**src/rtl/uart_rx_pkg.sv**
```systemverilog
package uart_rx_pkg;

  typedef enum logic [2:0] {
    ST_HUNT,
    ST_START,
    ST_DATA,
    ST_PAR,
    ST_STOP
  } rx_state_e;

  // fill threshold picked by the 2-bit select
  function automatic int unsigned trig_level(input logic [1:0] code);
    case (code)
      2'd0:    return 1;
      2'd1:    return 4;
      2'd2:    return 8;
      default: return 14;
    endcase
  endfunction

  // parity bit that a correct sender puts on the line
  function automatic logic par_bit(input logic [7:0] d, input logic odd);
    return (^d) ^ odd;
  endfunction

endpackage

```
**src/rtl/uart_rx_deser.sv**
```systemverilog
module uart_rx_deser
  import uart_rx_pkg::*;
#(
  parameter int DATA_W = 8,
  parameter int OS     = 16
) (
  input  logic              clk,
  input  logic              rst_n,
  input  logic              tick,
  input  logic              rxd,
  input  logic              par_en,
  input  logic              par_odd,
  input  logic              restart,
  output logic              frame_done,
  output logic [DATA_W-1:0] frame_data,
  output logic              stop_ok,
  output logic              par_ok
);
  localparam int CNT_W = $clog2(OS);
  localparam int BW    = $clog2(DATA_W);
  localparam logic [CNT_W-1:0] MID  = CNT_W'(OS/2 - 1);
  localparam logic [CNT_W-1:0] LAST = CNT_W'(OS - 1);

  rx_state_e         state;
  logic [CNT_W-1:0]  cnt;
  logic [BW-1:0]     bidx;
  logic [DATA_W-1:0] shreg;
  logic              pbit, pen_q, podd_q;

  always_ff @(posedge clk or negedge rst_n) begin
    if (!rst_n) begin
      state  <= ST_HUNT;
      cnt    <= '0;
      bidx   <= '0;
      shreg  <= '0;
      pbit   <= 1'b0;
      pen_q  <= 1'b0;
      podd_q <= 1'b0;
    end else if (restart) begin
      state <= ST_HUNT;
      cnt   <= '0;
    end else if (tick) begin
      case (state)
        ST_HUNT: if (!rxd) begin
          state  <= ST_START;
          cnt    <= '0;
          pen_q  <= par_en;
          podd_q <= par_odd;
        end
        ST_START: if (cnt == MID) begin
          cnt  <= '0;
          bidx <= '0;
          state <= rxd ? ST_HUNT : ST_DATA;
        end else cnt <= cnt + 1'b1;
        ST_DATA: if (cnt == LAST) begin
          cnt   <= '0;
          shreg <= {rxd, shreg[DATA_W-1:1]};
          if (bidx == BW'(DATA_W - 1)) state <= pen_q ? ST_PAR : ST_STOP;
          else bidx <= bidx + 1'b1;
        end else cnt <= cnt + 1'b1;
        ST_PAR: if (cnt == LAST) begin
          cnt   <= '0;
          pbit  <= rxd;
          state <= ST_STOP;
        end else cnt <= cnt + 1'b1;
        ST_STOP: if (cnt == LAST) begin
          cnt   <= '0;
          state <= ST_HUNT;
        end else cnt <= cnt + 1'b1;
        default: state <= ST_HUNT;
      endcase
    end
  end

  assign frame_done = tick && !restart && (state == ST_STOP) && (cnt == LAST);
  assign frame_data = shreg;
  assign stop_ok    = rxd;
  assign par_ok     = !pen_q || (pbit == par_bit(shreg, podd_q));

endmodule

```
**src/rtl/rx_byte_fifo.sv**
```systemverilog
module rx_byte_fifo #(
  parameter int DEPTH = 16,
  parameter int W     = 8
) (
  input  logic                       clk,
  input  logic                       rst_n,
  input  logic                       wr,
  input  logic [W-1:0]               wdata,
  input  logic                       rd,
  output logic [W-1:0]               rdata,
  output logic [$clog2(DEPTH+1)-1:0] count,
  output logic                       full,
  output logic                       empty
);
  localparam int AW = $clog2(DEPTH);
  localparam int CW = $clog2(DEPTH + 1);

  logic [W-1:0]  mem [DEPTH];
  logic [AW-1:0] wptr, rptr;

  function automatic logic [AW-1:0] nxt(input logic [AW-1:0] p);
    return (p == AW'(DEPTH - 1)) ? '0 : p + 1'b1;
  endfunction

  always_ff @(posedge clk) begin
    if (wr) mem[wptr] <= wdata;
  end

  always_ff @(posedge clk or negedge rst_n) begin
    if (!rst_n) begin
      wptr  <= '0;
      rptr  <= '0;
      count <= '0;
    end else begin
      if (wr) wptr <= nxt(wptr);
      if (rd) rptr <= nxt(rptr);
      case ({wr, rd})
        2'b10:   count <= count + 1'b1;
        2'b01:   count <= count - 1'b1;
        default: count <= count;
      endcase
    end
  end

  assign rdata = mem[rptr];
  assign full  = (count == CW'(DEPTH));
  assign empty = (count == '0);

endmodule

```
**src/rtl/uart_rx_fifo.sv**
```systemverilog
module uart_rx_fifo
  import uart_rx_pkg::*;
#(
  parameter int DEPTH  = 16,
  parameter int DATA_W = 8,
  parameter int OS     = 16
) (
  input  logic              clk,
  input  logic              rst_n,
  input  logic              os_tick,
  input  logic              rxd,
  input  logic              par_en,
  input  logic              par_odd,
  input  logic [1:0]        trig_sel,
  input  logic              rd_en,
  output logic [DATA_W-1:0] rd_data,
  output logic [15:0]       fill_reg,
  output logic              rxd_level,
  input  logic              clr_full,
  input  logic              clr_ferr,
  input  logic              clr_perr,
  input  logic              clr_brk,
  input  logic              clr_ovr,
  output logic              rdf,
  output logic              ferr,
  output logic              perr,
  output logic              brk,
  output logic              ovr
);
  localparam int CW    = $clog2(DEPTH + 1);
  localparam int HCW   = $clog2(OS);
  localparam logic [HCW-1:0] HI_LAST = HCW'(OS - 1);

  // named internal events, observed by the bound checker
  logic              frame_done, stop_ok, par_ok;
  logic [DATA_W-1:0] frame_data;
  logic              good, push_ok, pop_ok, drop, lvl_hit;
  logic              brk_active, brk_start, brk_end;
  logic [HCW-1:0]    hi_cnt;
  logic [CW-1:0]     fifo_cnt;
  logic              full, empty;

  uart_rx_deser #(.DATA_W(DATA_W), .OS(OS)) deser_i (
    .clk        (clk),
    .rst_n      (rst_n),
    .tick       (os_tick),
    .rxd        (rxd),
    .par_en     (par_en),
    .par_odd    (par_odd),
    .restart    (brk_end),
    .frame_done (frame_done),
    .frame_data (frame_data),
    .stop_ok    (stop_ok),
    .par_ok     (par_ok)
  );

  assign pop_ok    = rd_en && !empty;
  assign good      = frame_done && stop_ok && par_ok && !brk_active;
  assign push_ok   = good && (!full || pop_ok);
  assign drop      = good && full && !pop_ok;
  assign brk_start = frame_done && !stop_ok && (frame_data == '0);
  assign brk_end   = brk_active && os_tick && rxd && (hi_cnt == HI_LAST);
  assign lvl_hit   = 32'(fifo_cnt) >= trig_level(trig_sel);

  rx_byte_fifo #(.DEPTH(DEPTH), .W(DATA_W)) fifo_i (
    .clk   (clk),
    .rst_n (rst_n),
    .wr    (push_ok),
    .wdata (frame_data),
    .rd    (pop_ok),
    .rdata (rd_data),
    .count (fifo_cnt),
    .full  (full),
    .empty (empty)
  );

  // break state and the high-time counter that ends it
  always_ff @(posedge clk or negedge rst_n) begin
    if (!rst_n) begin
      brk_active <= 1'b0;
      hi_cnt     <= '0;
    end else begin
      if (brk_start)    brk_active <= 1'b1;
      else if (brk_end) brk_active <= 1'b0;
      if (!brk_active || !rxd) hi_cnt <= '0;
      else if (os_tick)        hi_cnt <= hi_cnt + 1'b1;
    end
  end

  // sticky flags: a set in the same cycle wins over a clear
  always_ff @(posedge clk or negedge rst_n) begin
    if (!rst_n) begin
      rdf  <= 1'b0;
      ferr <= 1'b0;
      perr <= 1'b0;
      brk  <= 1'b0;
      ovr  <= 1'b0;
    end else begin
      rdf  <= (rdf  & ~clr_full) | lvl_hit;
      ferr <= (ferr & ~clr_ferr) | (frame_done & ~stop_ok);
      perr <= (perr & ~clr_perr) | (frame_done & ~par_ok);
      brk  <= (brk  & ~clr_brk)  | brk_start | (brk_active & ~rxd);
      ovr  <= (ovr  & ~clr_ovr)  | drop;
    end
  end

  assign fill_reg  = {8'h00, 8'(fifo_cnt)};
  assign rxd_level = rxd;

endmodule

```
**config.mk**
```make
export PLATFORM = sky130hd
export DESIGN_NAME = uart_rx_fifo
export DESIGN_NICKNAME = d
export VERILOG_FILES = /design/src/rtl/uart_rx_pkg.sv /design/src/rtl/uart_rx_deser.sv /design/src/rtl/rx_byte_fifo.sv /design/src/rtl/uart_rx_fifo.sv
export SDC_FILE = /design/constraint.sdc
export NUM_CORES = 1
export LEC_CHECK = 0
export ABC_CLOCK_PERIOD_IN_PS = 5290
export BUFFER_PORTS_ARGS = -buffer_cell sky130_fd_sc_hd__buf_2
export CORE_MARGIN = 4
export CORE_UTILIZATION = 45
export CTS_CLUSTER_DIAMETER = 40
export DETAILED_ROUTE_END_ITERATION = 7
export PLACE_DENSITY_LB_ADDON = 0.2
export SLEW_MARGIN = 20
export SYNTH_ARGS = -nofsm -noshare
export SYNTH_HDL_FRONTEND = slang
export SYNTH_SLANG_ARGS = --single-unit
```
**constraint.sdc**
```tcl
create_clock -name clk -period 5.29 [get_ports clk]
set_input_delay 0.529 -clock clk [delete_from_list [all_inputs] [get_ports clk]]
set_output_delay 0.529 -clock clk [all_outputs]
set_load 0.005 [all_outputs]
```
==> report_table.html, run 1 <==
<table>
<tr><th>Metric</th><th>Value</th></tr>
<tr><th colspan="2">Power</th></tr>
<tr><td>Final total power</td><td>3061 uW</td></tr>
<tr><td>Areal power density over the cells</td><td>353.5 nW/um^2</td></tr>
<tr><td>Leak pwr</td><td>0.003158 uW</td></tr>
<tr><td>Worst IR Drop VDD</td><td>0.2101 mV</td></tr>
<tr><th colspan="2">Clock tree</th></tr>
<tr><td>Clock tree from TritonCTS</td><td>done</td></tr>
<tr><td>Post-CTS repair timing setup buffer count</td><td>0</td></tr>
<tr><td>CTS sink count</td><td>172</td></tr>
<tr><td># hold bufs at CTS</td><td>0</td></tr>
<tr><td>H-tree lvl count</td><td>4</td></tr>
<tr><td>Clk_lat worst skew</td><td>0.43 ns</td></tr>
<tr><td>Num CTS Buffers</td><td>17</td></tr>
<tr><td>Buffer levels on the longest clock path</td><td>2</td></tr>
<tr><td>Count of cells resized by post-cts repair</td><td>0</td></tr>
<tr><td>Clock-pin slew reported for the worst setup and hold paths after clock tree synthesis</td><td>0.06 ns</td></tr>
<tr><td>Root cell of the clock tree</td><td>clkbuf_16</td></tr>
<tr><th colspan="2">Worst setup path</th></tr>
<tr><td>Timing startpoint of the critical path</td><td>deser_i.frame_data[6]</td></tr>
<tr><td>Launching point of the worst reg2reg path</td><td>deser_i.frame_data[6]</td></tr>
<tr><td>Critical path fanouts, max</td><td>18</td></tr>
<tr><td>Nature of the critical path startpoint</td><td>flip-flop</td></tr>
<tr><td>Arrival time worst endpoint</td><td>4.50 ns</td></tr>
<tr><td>Required arrival time at the worst endpoint</td><td>5.65 ns</td></tr>
<tr><td>Family of cells with the greatest summed delay on the critical path</td><td>compound AO/OA/AOI/OAI gates</td></tr>
<tr><td>Delay of the slowest cell on the worst path</td><td>0.66 ns</td></tr>
<tr><td>Worst Setup Path Type</td><td>flip-flop to flip-flop</td></tr>
<tr><td>Crit-path cells</td><td>inv_1 -&gt; ha_1 -&gt; xnor2_1 -&gt; xnor3_2 -&gt; a2111oi_4 -&gt; inv_1 -&gt; ha_1 -&gt; xor2_1 -&gt; ha_1 -&gt; inv_1 -&gt; o21ai_0 -&gt; a21o_1 -&gt; a221oi_1 -&gt; xor2_1</td></tr>
<tr><td>Type of element capturing the critical path</td><td>flip-flop</td></tr>
<tr><td>CP max stage cell</td><td>a2111oi_4</td></tr>
<tr><td>Total buffers and inverters traversed by the critical path</td><td>3</td></tr>
<tr><th colspan="2">Global route</th></tr>
<tr><td>Vias in the first global route</td><td>4,294</td></tr>
<tr><td>Remaining global-route overflow</td><td>0</td></tr>
<tr><td>Global router's overall resource usage</td><td>16.55%</td></tr>
<tr><td>Largest net degree at the start of global routing</td><td>45</td></tr>
<tr><td>Global-route wire length before repair</td><td>24,230 um</td></tr>
<tr><td>Number of antenna violations at the first check in global routing</td><td>1</td></tr>
<tr><th colspan="2">Detailed routing</th></tr>
<tr><td>DRC violations left</td><td>0</td></tr>
<tr><td>Detailed Route WL</td><td>15,380 um</td></tr>
<tr><td>Post-DR wirelength/cell</td><td>19.92 um</td></tr>
<tr><td>Total via count after detailed routing</td><td>4,215</td></tr>
<tr><td>Initial DRC count</td><td>199</td></tr>
<tr><td>Number of antenna-violating nets in the routed design</td><td>0</td></tr>
<tr><td>Drt first pass iters</td><td>4</td></tr>
<tr><td>Mean number of vias per cell</td><td>5.460</td></tr>
<tr><th colspan="2">Logic synthesis</th></tr>
<tr><td>Post-synth top area cell</td><td>edfxtp_1</td></tr>
<tr><td>Dominant cells by area after synthesis</td><td>edfxtp_1 (50%), dfrtp_1 (14%), mux4_2 (9.3%)</td></tr>
<tr><td>Post-synthesis cell area</td><td>7756 um^2</td></tr>
<tr><td>Number of synthesized flops with an enable pin</td><td>128</td></tr>
<tr><td>Sequential cell area fraction in the yosys report</td><td>63.75%</td></tr>
<tr><td>Number of distinct library cells after synthesis</td><td>58</td></tr>
<tr><td>Warning count from the yosys run</td><td>0</td></tr>
<tr><td>Commonest register cell after synthesis</td><td>edfxtp_1</td></tr>
<tr><td>Async set-or-reset flop fraction in the synthesized netlist</td><td>25.58%</td></tr>
<tr><td>Syn avg cell area</td><td>15.00 um^2</td></tr>
<tr><td>Top cell types by occurrence after synthesis</td><td>edfxtp_1 (128), dfrtp_1 (44), mux4_2 (32)</td></tr>
<tr><td>Count leader, synth</td><td>edfxtp_1</td></tr>
<tr><td>Flip-flop and latch count after synthesis</td><td>172</td></tr>
<tr><td>Gate count of the mapped netlist</td><td>517</td></tr>
<tr><td>Top-area cell type share of the netlist area</td><td>49.56%</td></tr>
<tr><th colspan="2">Hold path</th></tr>
<tr><td>Worst min path class</td><td>input pin to asynchronous set/reset pin</td></tr>
<tr><th colspan="2">STA</th></tr>
<tr><td>Final setup fails</td><td>0</td></tr>
<tr><td>Minimum clock period after layout</td><td>4.145 ns</td></tr>
<tr><td>Pin slew with the least headroom to its limit</td><td>1.076 ns</td></tr>
<tr><td>Post-route setup TNS</td><td>0 ns</td></tr>
<tr><td>Count of final hold-check violations</td><td>0</td></tr>
<tr><td>Max-slew violation count</td><td>0</td></tr>
<tr><td>Final worst-path cycle share</td><td>78.36%</td></tr>
<tr><td>Worst clock skew</td><td>0.02568 ns</td></tr>
<tr><td>Maximum clock frequency</td><td>241.2 MHz</td></tr>
<tr><td>Rel. slew slack</td><td>27.90%</td></tr>
<tr><td>RSZ-0062 raised after global routing</td><td>false</td></tr>
<tr><th colspan="2">Die</th></tr>
<tr><td>Chip width</td><td>139.3 um</td></tr>
<tr><td>I/O pin count</td><td>44</td></tr>
<tr><td>Core Rows</td><td>47</td></tr>
<tr><td>Initial Util</td><td>46.28%</td></tr>
<tr><td>Core Box Area</td><td>16,760 um^2</td></tr>
<tr><td>Die height</td><td>139.3 um</td></tr>
<tr><td>Die Outline Area</td><td>19,400 um^2</td></tr>
<tr><th colspan="2">Placed design</th></tr>
<tr><td>Detailed placer's ending HPWL</td><td>9688 um</td></tr>
<tr><td># port buffers</td><td>32</td></tr>
<tr><td>Final estimated routing congestion in global placement</td><td>0.7159</td></tr>
<tr><th colspan="2">Run status</th></tr>
<tr><td>Outcome</td><td>finished clean</td></tr>
<tr><th colspan="2">Run</th></tr>
<tr><td>Maximum capacitance violations</td><td>0</td></tr>
<tr><th colspan="2">Layout</th></tr>
<tr><td>Layout cells sized above 1</td><td>22.10%</td></tr>
<tr><td>Nets</td><td>574</td></tr>
<tr><td>End-of-flow core utilization</td><td>51.66%</td></tr>
<tr><td># diodes</td><td>0</td></tr>
<tr><td>Area added between synthesis and finish</td><td>11.63%</td></tr>
</table>
## state kept, by name (all words and copies together), names as in the netlist, 3 cells and up
signal / flops
fifo_i.mem: 128
deser_i.frame_data: 8
fifo_i.count: 5
deser_i.cnt: 4
fifo_i.rptr: 4
fifo_i.wptr: 4
hi_cnt: 4
deser_i.bidx: 3
deser_i.state: 3
## cells by family (layout without fill, tap and decap cells)
logic type      count (synthesis)  in the layout  share of synthesized area, %
simple gates                  112            112                         7.711
buf+inv                        70             95                         4.339
mux                            54             54                         12.29
compound gates                 69             69                         6.146
flops                         172            172                         63.75
other cells                     1             11                       0.04835
fa+ha+maj                      21             21                         3.388
xor+xnor                       18             18                         2.323
## path summary, 6_finish.rpt
kind                              endpoint  slack, ns  cells past startpoint
max reg2reg                fifo_i.count[4]       1.14                     14
max                        fifo_i.count[4]       1.14                     14
min                        fifo_i.count[0]       0.10                      1
min reg2reg                            rdf       0.52                      2
min in group clk                       ovr       0.27                      2
max in group asynchronous   fifo_i.rptr[2]       4.75                      1
## metal layers
layer | part of all wire, % | track usage (%) | up-vias
met4 | 1.0 | 5.561 | 2
li1 | - | - | 1973
met5 | 0.078 | 0 | -
met3 | 3.2 | 3.877 | 10
met1 | 46 | 23.01 | 2149
met2 | 49 | 25.98 | 81
## cell type report
type	count	area, um^2
fill	1418	8102
clock inverter	9	143.9
multi-input combinational	285	2537
timing repair buffer	34	177.7
sequential	172	4947
tap	220	275.3
clock buffer	23	467.9
inverter	29	108.9
## power by group
part | internal (uW) | switching, uW | total, uW
Clock | 811 | 479 | 1290
Sequential | 1480 | 77.4 | 1550
Combinational | 105 | 114 | 218
## through the flow
step                hold WS, ns  instance area [um^2]  worst slack, ns  cells
floorplan                0.2334                  7794            1.578    527
global placement         0.4846                  8039            1.293    740
detailed placement       0.5011                  8039            1.139    740
CTS                      0.2602                  8651            1.138    772
global route             0.1424                  8658           0.6879    772
finish                   0.1020                  8658            1.145    772
## layout by cell type (no fill, tap or decap), types with 4 or more instances in the layout
master and instances:
nor2_1 23, and3_1 10, o21ai_0 19, nand3_1 6, dfrtp_1 42, mux4_2 32, clkbuf_16 17, a211oi_1 9
ha_1 21, clkbuf_1 4, clkinv_2 4, inv_1 29, nand4_1 7, edfxtp_1 128, nor3_2 4, nor3_1 5
nor2b_1 9, conb_1 11, nand2_1 25, buf_2 31, xnor2_1 6, bufinv_16 4, nand2b_1 6, mux2_2 10
a21oi_1 15, mux2i_1 12, xor2_1 10
Note: power is estimated with default switching activity, not from simulation.
==> run 2: changes to the inputs <==
--- a/config.mk
+++ b/config.mk
@@ -5,7 +5,7 @@
 export SDC_FILE = /design/constraint.sdc
 export NUM_CORES = 1
 export LEC_CHECK = 0
-export ABC_CLOCK_PERIOD_IN_PS = 5290
+export ABC_CLOCK_PERIOD_IN_PS = 3700
 export BUFFER_PORTS_ARGS = -buffer_cell sky130_fd_sc_hd__buf_2
 export CORE_MARGIN = 4
 export CORE_UTILIZATION = 45
==> constraint.sdc (replaced) <==
create_clock -name clk -period 3.7 [get_ports clk]
set_input_delay 0.37 -clock clk [delete_from_list [all_inputs] [get_ports clk]]
set_output_delay 0.37 -clock clk [all_outputs]
set_load 0.005 [all_outputs]
==> report_table.html, run 2 (same netlist as run 1, synthesis figures left out) <==
<table>
<tr><th>Metric</th><th>Value</th></tr>
<tr><th colspan="2">Run status</th></tr>
<tr><td>Outcome</td><td>finished clean (unchanged)</td></tr>
<tr><th colspan="2">Run</th></tr>
<tr><td>Maximum capacitance violations</td><td>0 (unchanged)</td></tr>
<tr><th colspan="2">Clock tree</th></tr>
<tr><td>Buffer levels on the longest clock path</td><td>2 (unchanged)</td></tr>
<tr><td>Clock tree from TritonCTS</td><td>done (unchanged)</td></tr>
<tr><td>H-tree lvl count</td><td>4 (unchanged)</td></tr>
<tr><td>Clk_lat worst skew</td><td>0.42 ns (was 0.43 ns)</td></tr>
<tr><td>Num CTS Buffers</td><td>17 (unchanged)</td></tr>
<tr><td>CTS sink count</td><td>172 (unchanged)</td></tr>
<tr><td>Clock-pin slew reported for the worst setup and hold paths after clock tree synthesis</td><td>0.06 ns (about the same)</td></tr>
<tr><td>Root cell of the clock tree</td><td>clkbuf_16 (unchanged)</td></tr>
<tr><th colspan="2">Placed design</th></tr>
<tr><td>Final estimated routing congestion in global placement</td><td>0.8068 (was 0.7159)</td></tr>
<tr><td>Detailed placer's ending HPWL</td><td>9981 um (was 9688 um)</td></tr>
<tr><td># port buffers</td><td>32 (unchanged)</td></tr>
<tr><th colspan="2">STA</th></tr>
<tr><td>Rel. slew slack</td><td>46.73% (was 27.90%)</td></tr>
<tr><td>Final setup fails</td><td>0 (unchanged)</td></tr>
<tr><td>Pin slew with the least headroom to its limit</td><td>0.7991 ns (was 1.076 ns)</td></tr>
<tr><td>RSZ-0062 raised after global routing</td><td>false (unchanged)</td></tr>
<tr><td>Hold Worst Slack</td><td>0.1227 ns (was 0.1020 ns)</td></tr>
<tr><td>Worst clock skew</td><td>0.01293 ns (was 0.02568 ns)</td></tr>
<tr><td>Post-route setup TNS</td><td>0 ns (unchanged)</td></tr>
<tr><td>Maximum clock frequency</td><td>288.8 MHz (was 241.2 MHz)</td></tr>
<tr><td>Final worst-path cycle share</td><td>93.58% (was 78.36%)</td></tr>
<tr><td>Max-slew violation count</td><td>0 (unchanged)</td></tr>
<tr><td>Count of final hold-check violations</td><td>0 (unchanged)</td></tr>
<tr><td>Minimum clock period after layout</td><td>3.462 ns (was 4.145 ns)</td></tr>
<tr><th colspan="2">Power</th></tr>
<tr><td>Part of the power in combinational logic</td><td>9.2% (was 7.1%)</td></tr>
<tr><td>Net switching fraction of the power</td><td>22.20% (was 21.90%)</td></tr>
<tr><td>Final total power</td><td>4266 uW (was 3061 uW)</td></tr>
<tr><td>Cell-internal power</td><td>3319 uW (was 2391 uW)</td></tr>
<tr><td>Part of the power in registers</td><td>50.9% (was 50.7%)</td></tr>
<tr><td>Power share of the clock group</td><td>39.9% (was 42.1%)</td></tr>
<tr><td>Worst IR Drop VDD</td><td>0.3856 mV (was 0.2101 mV)</td></tr>
<tr><td>Switching Power</td><td>946.9 uW (was 670.3 uW)</td></tr>
<tr><td>Leak pwr</td><td>0.003257 uW (was 0.003158 uW)</td></tr>
<tr><td>Areal power density over the cells</td><td>486.4 nW/um^2 (was 353.5 nW/um^2)</td></tr>
<tr><th colspan="2">Detailed routing</th></tr>
<tr><td>Mean number of vias per cell</td><td>5.411 (was 5.460)</td></tr>
<tr><td>Total via count after detailed routing</td><td>4,296 (was 4,215)</td></tr>
<tr><td>Number of antenna-violating nets in the routed design</td><td>0 (unchanged)</td></tr>
<tr><td>Post-DR wirelength/cell</td><td>19.03 um (was 19.92 um)</td></tr>
<tr><td>Initial DRC count</td><td>246 (was 199)</td></tr>
<tr><td>DRC violations left</td><td>0 (unchanged)</td></tr>
<tr><td>Drt first pass iters</td><td>4 (unchanged)</td></tr>
<tr><td>Detailed Route WL</td><td>15,110 um (was 15,380 um)</td></tr>
<tr><th colspan="2">Worst setup path</th></tr>
<tr><td>Timing startpoint of the critical path</td><td>deser_i.frame_data[6] (unchanged)</td></tr>
<tr><td>Critical path endpoint</td><td>fifo_i.count[4] (unchanged)</td></tr>
<tr><td>Worst Reg-to-Reg Cells</td><td>14 (unchanged)</td></tr>
<tr><td>Critical path fanouts, max</td><td>8 (was 18)</td></tr>
<tr><td>Arrival time worst endpoint</td><td>3.80 ns (was 4.50 ns)</td></tr>
<tr><td>Required arrival time at the worst endpoint</td><td>4.04 ns (was 5.65 ns)</td></tr>
<tr><td>Endpoint of the worst register-to-register path</td><td>fifo_i.count[4] (unchanged)</td></tr>
<tr><td>Type of element capturing the critical path</td><td>flip-flop (unchanged)</td></tr>
<tr><td>Nature of the critical path startpoint</td><td>flip-flop (unchanged)</td></tr>
<tr><td>Setup slack on the worst flop-to-flop path</td><td>0.24 ns (was 1.14 ns)</td></tr>
<tr><td>Worst Setup Path Type</td><td>flip-flop to flip-flop (unchanged)</td></tr>
<tr><td>Launching point of the worst reg2reg path</td><td>deser_i.frame_data[6] (unchanged)</td></tr>
<tr><th colspan="2">Layout</th></tr>
<tr><td>Most common cell after layout, fill and taps aside</td><td>edfxtp_1 (unchanged)</td></tr>
<tr><td>Max FFs per register</td><td>128 (unchanged)</td></tr>
<tr><td>Nets</td><td>598 (was 574)</td></tr>
<tr><td>Sequential Area</td><td>4947 um^2 (unchanged)</td></tr>
<tr><td>Register containing the most flip-flops in the final layout</td><td>fifo_i.mem (unchanged)</td></tr>
<tr><td>Area of the multi-input gates</td><td>2519 um^2 (was 2537 um^2)</td></tr>
<tr><td>Most frequent cells in the layout</td><td>edfxtp_1 (128), dfrtp_1 (42), mux4_2 (32) (unchanged)</td></tr>
<tr><td># diodes</td><td>0 (unchanged)</td></tr>
<tr><td>Area added between synthesis and finish</td><td>13.08% (was 11.63%)</td></tr>
<tr><td>Layout cells sized above 1</td><td>23.87% (was 22.10%)</td></tr>
<tr><td>Fill cell count</td><td>1,393 (was 1,418)</td></tr>
<tr><th colspan="2">Die</th></tr>
<tr><td>Die height</td><td>139.3 um (unchanged)</td></tr>
<tr><td>I/O pin count</td><td>44 (unchanged)</td></tr>
<tr><td>Initial Util</td><td>46.28% (unchanged)</td></tr>
<tr><td>Core Box Area</td><td>16,760 um^2 (unchanged)</td></tr>
<tr><td>Die Outline Area</td><td>19,400 um^2 (unchanged)</td></tr>
<tr><td>Core Rows</td><td>47 (unchanged)</td></tr>
<tr><td>Chip width</td><td>139.3 um (unchanged)</td></tr>
<tr><th colspan="2">Global route</th></tr>
<tr><td>Largest net degree at the start of global routing</td><td>45 (unchanged)</td></tr>
<tr><td>Remaining global-route overflow</td><td>0 (unchanged)</td></tr>
<tr><td>Global-route wire length before repair</td><td>24,400 um (was 24,230 um)</td></tr>
<tr><td>Vias in the first global route</td><td>4,448 (was 4,294)</td></tr>
<tr><td>Global router's overall resource usage</td><td>16.29% (was 16.55%)</td></tr>
<tr><td>Number of antenna violations at the first check in global routing</td><td>0 (was 1)</td></tr>
<tr><th colspan="2">Hold path</th></tr>
<tr><td>Worst min path class</td><td>input pin to flip-flop (was input pin to asynchronous set/reset pin)</td></tr>
</table>
run 2: final cells by class:
type,count,area share (%)
clock buffers,19,4.936
clock inverters,11,1.455
inverters,29,1.241
multi-input cells,285,28.72
flip-flops and latches,172,56.41
well taps,220,3.138
repair buffers,58,4.108
run 2: power by group through the flow:
stage	Sequential, uW	Clock, uW	Combinational (uW)
final	2170	1700	394
after detailed placement	2210	0	388
after global placement	2200	0	376
after floorplan	2190	0	318
after global routing	2180	1830	442
after CTS	2170	1750	393
run 2: worst max-delay path: stages, from the launching register on:
cell	delay, ns
dfrtp_2	0.40
inv_1	0.08
ha_1	0.24
xnor2_1	0.16
xnor3_2	0.49
a2111oi_4	0.38
inv_1	0.11
ha_1	0.32
xor2_1	0.19
ha_1	0.23
inv_1	0.06
o21ai_0	0.06
a21o_1	0.20
a221oi_2	0.30
xor2_1	0.16
run 2: how the worst min path moves through the flow:
stage,to,cells past startpoint,slack (ns),startpoint
4_1_cts,ovr,2,0.10,clr_ovr
6_report,ovr,2,0.12,clr_ovr
2_1_floorplan,brk,0,0.07,rst_n
3_5_place_dp,rdf,2,0.47,rdf
5_1_grt,ovr,2,0.11,clr_ovr
3_3_place_gp,rdf,2,0.48,rdf
run 2: timing repair:
action | 4_1_cts | 5_1_grt
resized for setup | 0 | 1
hold buffers | 0 | 1
endpoints found under the hold margin | 0 | 20
endpoints found under the setup margin | 0 | 1
setup buffers | 0 | 0
run 2: metal layers:
layer / global-route usage (%) / vias up / wire length (um)
met5: 0 / - / 0
met4: 4.789 / 0 / 191
met3: 3.190 / 14 / 614
met2: 26.34 / 95 / 7412
met1: 22.68 / 2167 / 6892
li1: - / 2020 / -
run 2: stage by stage:
step	instance area [um^2]	std cells	util [%]	setup slack, ns
2_1_floorplan	7795	527	-	0.005811
6_report	8771	794	52.33	0.2376
3_5_place_dp	8192	763	48.88	0.2084
3_3_place_gp	8192	763	48.88	0.3529
4_1_cts	8752	793	52.22	0.1998
5_1_grt	8771	794	52.33	0.05150
==> run 3: changes to the inputs <==
--- a/config.mk
+++ b/config.mk
@@ -5,10 +5,10 @@
 export SDC_FILE = /design/constraint.sdc
 export NUM_CORES = 1
 export LEC_CHECK = 0
-export ABC_CLOCK_PERIOD_IN_PS = 3700
+export ABC_CLOCK_PERIOD_IN_PS = 4300
 export BUFFER_PORTS_ARGS = -buffer_cell sky130_fd_sc_hd__buf_2
 export CORE_MARGIN = 4
-export CORE_UTILIZATION = 45
+export CORE_UTILIZATION = 60
 export CTS_CLUSTER_DIAMETER = 40
 export DETAILED_ROUTE_END_ITERATION = 7
 export PLACE_DENSITY_LB_ADDON = 0.2
@@ -16,3 +16,4 @@
 export SYNTH_ARGS = -nofsm -noshare
 export SYNTH_HDL_FRONTEND = slang
 export SYNTH_SLANG_ARGS = --single-unit
+export TNS_END_PERCENT = 100
==> constraint.sdc (replaced) <==
create_clock -name clk -period 4.3 [get_ports clk]
set_input_delay 0.43 -clock clk [delete_from_list [all_inputs] [get_ports clk]]
set_output_delay 0.43 -clock clk [all_outputs]
set_load 0.005 [all_outputs]
==> report_table.html, run 3 (same netlist as run 1, synthesis figures left out) <==
<table>
<tr><th>Metric</th><th>Value</th></tr>
<tr><th colspan="2">Worst setup path</th></tr>
<tr><td>Nature of the critical path startpoint</td><td>flip-flop (unchanged)</td></tr>
<tr><td>Launching point of the worst reg2reg path</td><td>deser_i.frame_data[7] (was deser_i.frame_data[6])</td></tr>
<tr><td>Critical path fanouts, max</td><td>18 (was 8)</td></tr>
<tr><td>Setup slack on the worst flop-to-flop path</td><td>0.43 ns (was 0.24 ns)</td></tr>
<tr><td>Worst Reg-to-Reg Cells</td><td>14 (unchanged)</td></tr>
<tr><td>Endpoint of the worst register-to-register path</td><td>fifo_i.count[4] (unchanged)</td></tr>
<tr><td>Required arrival time at the worst endpoint</td><td>4.65 ns (was 4.04 ns)</td></tr>
<tr><td>Type of element capturing the critical path</td><td>flip-flop (unchanged)</td></tr>
<tr><td>Worst Setup Path Type</td><td>flip-flop to flip-flop (unchanged)</td></tr>
<tr><td>Arrival time worst endpoint</td><td>4.22 ns (was 3.80 ns)</td></tr>
<tr><th colspan="2">Clock tree</th></tr>
<tr><td>Root cell of the clock tree</td><td>clkbuf_16 (unchanged)</td></tr>
<tr><td>CTS sink count</td><td>172 (unchanged)</td></tr>
<tr><td>Clock-pin slew reported for the worst setup and hold paths after clock tree synthesis</td><td>0.06 ns (about the same)</td></tr>
<tr><td># hold bufs at CTS</td><td>0 (unchanged)</td></tr>
<tr><td>Count of cells resized by post-cts repair</td><td>0 (unchanged)</td></tr>
<tr><td>Clk_lat worst skew</td><td>0.42 ns (about the same)</td></tr>
<tr><td>Post-CTS repair timing setup buffer count</td><td>0 (unchanged)</td></tr>
<tr><td>H-tree lvl count</td><td>4 (unchanged)</td></tr>
<tr><td>Buffer levels on the longest clock path</td><td>2 (unchanged)</td></tr>
<tr><td>Num CTS Buffers</td><td>17 (unchanged)</td></tr>
<tr><td>Clock tree from TritonCTS</td><td>done (unchanged)</td></tr>
<tr><th colspan="2">Layout</th></tr>
<tr><td>Area added between synthesis and finish</td><td>11.60% (was 13.08%)</td></tr>
<tr><td>Max FFs per register</td><td>128 (unchanged)</td></tr>
<tr><td>Layout cells sized above 1</td><td>22.75% (was 23.87%)</td></tr>
<tr><td>Register containing the most flip-flops in the final layout</td><td>fifo_i.mem (unchanged)</td></tr>
<tr><td># diodes</td><td>0 (unchanged)</td></tr>
<tr><td>Most frequent cells in the layout</td><td>edfxtp_1 (128), dfrtp_1 (43), mux4_2 (32) (was edfxtp_1 (128), dfrtp_1 (42), mux4_2 (32))</td></tr>
<tr><td>Nets</td><td>589 (was 598)</td></tr>
<tr><td>Most common cell after layout, fill and taps aside</td><td>edfxtp_1 (unchanged)</td></tr>
<tr><th colspan="2">Power</th></tr>
<tr><td>Leak pwr</td><td>0.003137 uW (was 0.003257 uW)</td></tr>
<tr><td>Worst IR Drop VDD</td><td>0.3339 mV (was 0.3856 mV)</td></tr>
<tr><td>Final total power</td><td>3677 uW (was 4266 uW)</td></tr>
<tr><td>Areal power density over the cells</td><td>424.8 nW/um^2 (was 486.4 nW/um^2)</td></tr>
<tr><th colspan="2">Run</th></tr>
<tr><td>Maximum capacitance violations</td><td>0 (unchanged)</td></tr>
<tr><th colspan="2">Detailed routing</th></tr>
<tr><td>Drt first pass iters</td><td>5 (was 4)</td></tr>
<tr><td>Initial DRC count</td><td>376 (was 246)</td></tr>
<tr><td>Post-DR wirelength/cell</td><td>20.54 um (was 19.03 um)</td></tr>
<tr><td>Number of antenna-violating nets in the routed design</td><td>0 (unchanged)</td></tr>
<tr><td>Total via count after detailed routing</td><td>4,392 (was 4,296)</td></tr>
<tr><td>Mean number of vias per cell</td><td>5.943 (was 5.411)</td></tr>
<tr><td>DRC violations left</td><td>0 (unchanged)</td></tr>
<tr><td>Detailed Route WL</td><td>15,180 um (was 15,110 um)</td></tr>
<tr><th colspan="2">STA</th></tr>
<tr><td>Rel. slew slack</td><td>31.42% (was 46.73%)</td></tr>
<tr><td>Final setup slack of the worst path</td><td>0.4261 ns (was 0.2376 ns)</td></tr>
<tr><td>Maximum clock frequency</td><td>258.1 MHz (was 288.8 MHz)</td></tr>
<tr><td>Final worst-path cycle share</td><td>90.09% (was 93.58%)</td></tr>
<tr><td>Max-slew violation count</td><td>0 (unchanged)</td></tr>
<tr><td>Final setup fails</td><td>0 (unchanged)</td></tr>
<tr><td>RSZ-0062 raised after global routing</td><td>false (unchanged)</td></tr>
<tr><td>Worst clock skew</td><td>0.007390 ns (was 0.01293 ns)</td></tr>
<tr><td>Count of final hold-check violations</td><td>0 (unchanged)</td></tr>
<tr><td>Pin slew with the least headroom to its limit</td><td>1.029 ns (was 0.7991 ns)</td></tr>
<tr><td>Post-route setup TNS</td><td>0 ns (unchanged)</td></tr>
<tr><td>Minimum clock period after layout</td><td>3.874 ns (was 3.462 ns)</td></tr>
<tr><th colspan="2">Placed design</th></tr>
<tr><td>Final estimated routing congestion in global placement</td><td>0.7931 (was 0.8068)</td></tr>
<tr><td># port buffers</td><td>32 (unchanged)</td></tr>
<tr><td>Post-placement setup slack</td><td>0.4525 ns (was 0.2084 ns)</td></tr>
<tr><td>Detailed placer's ending HPWL</td><td>9781 um (was 9981 um)</td></tr>
<tr><th colspan="2">Die</th></tr>
<tr><td>Initial Util</td><td>61.46% (was 46.28%)</td></tr>
<tr><td>Die Outline Area</td><td>14,810 um^2 (was 19,400 um^2)</td></tr>
<tr><td>Core Box Area</td><td>12,620 um^2 (was 16,760 um^2)</td></tr>
<tr><td>Chip width</td><td>121.7 um (was 139.3 um)</td></tr>
<tr><td>Core Rows</td><td>41 (was 47)</td></tr>
<tr><td>Die height</td><td>121.7 um (was 139.3 um)</td></tr>
<tr><td>I/O pin count</td><td>44 (unchanged)</td></tr>
<tr><th colspan="2">Global route</th></tr>
<tr><td>Vias in the first global route</td><td>4,513 (was 4,448)</td></tr>
<tr><td>Number of antenna violations at the first check in global routing</td><td>0 (unchanged)</td></tr>
<tr><td>Remaining global-route overflow</td><td>0 (unchanged)</td></tr>
<tr><td>Largest net degree at the start of global routing</td><td>45 (unchanged)</td></tr>
<tr><td>Global-route wire length before repair</td><td>24,290 um (was 24,400 um)</td></tr>
<tr><td>Global router's overall resource usage</td><td>22.56% (was 16.29%)</td></tr>
<tr><th colspan="2">Run status</th></tr>
<tr><td>Outcome</td><td>finished clean (unchanged)</td></tr>
<tr><th colspan="2">Hold path</th></tr>
<tr><td>Worst min path class</td><td>input pin to asynchronous set/reset pin (was input pin to flip-flop)</td></tr>
</table>
==> run 3: changes by cell type in the layout (fill, tap and decap cells not counted), sizes merged <==
cell         previous run  this run
dlygate4sd3             1         0
clkinvlp                1         0
buf                    57        49
clkinv                  7        10
==> run 3: worst max path at each step <==
stage	slack (ns)	to	startpoint
finish	0.43	fifo_i.count[4]	deser_i.frame_data[7]
global route	0.17	fifo_i.count[4]	deser_i.frame_data[6]
CTS	0.42	fifo_i.count[4]	deser_i.frame_data[7]
detailed placement	0.45	fifo_i.count[4]	deser_i.frame_data[6]
global placement	0.61	fifo_i.count[4]	deser_i.frame_data[6]
floorplan	0.59	fifo_i.count[4]	deser_i.frame_data[6]
==> run 3: layer usage <==
metal  part of all wire (%)  global-route usage, %  wire (um)
met1                     41                  29.26       6201
met2                     51                  37.41       7695
met3                    5.0                  4.318        755
met4                    3.5                  10.15        525
met5                      0                      0          0
==> run 3: critical path: stages, from the launching register on <==
cell and delay [ns]:
dfrtp_1 0.63, inv_1 0.12, ha_1 0.32, xnor2_1 0.18, xnor3_2 0.50, a2111oi_4 0.39, inv_1 0.10, ha_1 0.31
xor2_1 0.19, ha_1 0.24, inv_1 0.05, o21ai_0 0.08, a21o_1 0.19, a221oi_1 0.32, xor2_1 0.17
==> run 3: power breakdown <==
part | switching, uW | internal (uW) | leakage (uW)
registers | 93.8 | 1820 | 0.00169
clock network | 595 | 906 | 0.000285
logic | 138 | 129 | 0.00116
total | 827 | 2850 | 0.00314
==> run 3: area by class of cell <==
class | instances | area, um^2
sequential | 172 | 4946
fill | 906 | 3964
multi-input combinational | 285 | 2512
clock buffer | 19 | 432.9
timing repair buffer | 49 | 290.3
tap | 172 | 215.2
clock inverter | 13 | 150.1
inverter | 29 | 108.9
==> run 3: through the flow <==
stage          cell area (um^2)  cells  hold slack (ns)  util (%)
6_report                   8656    739         0.003555     68.59
4_1_cts                    8653    739           0.1776     68.57
3_5_place_dp               8070    707           0.4748     63.95
5_1_grt                    8656    739          0.04570     68.59
2_1_floorplan              7794    527           0.1344         -
3_3_place_gp               8070    707           0.4796     63.95
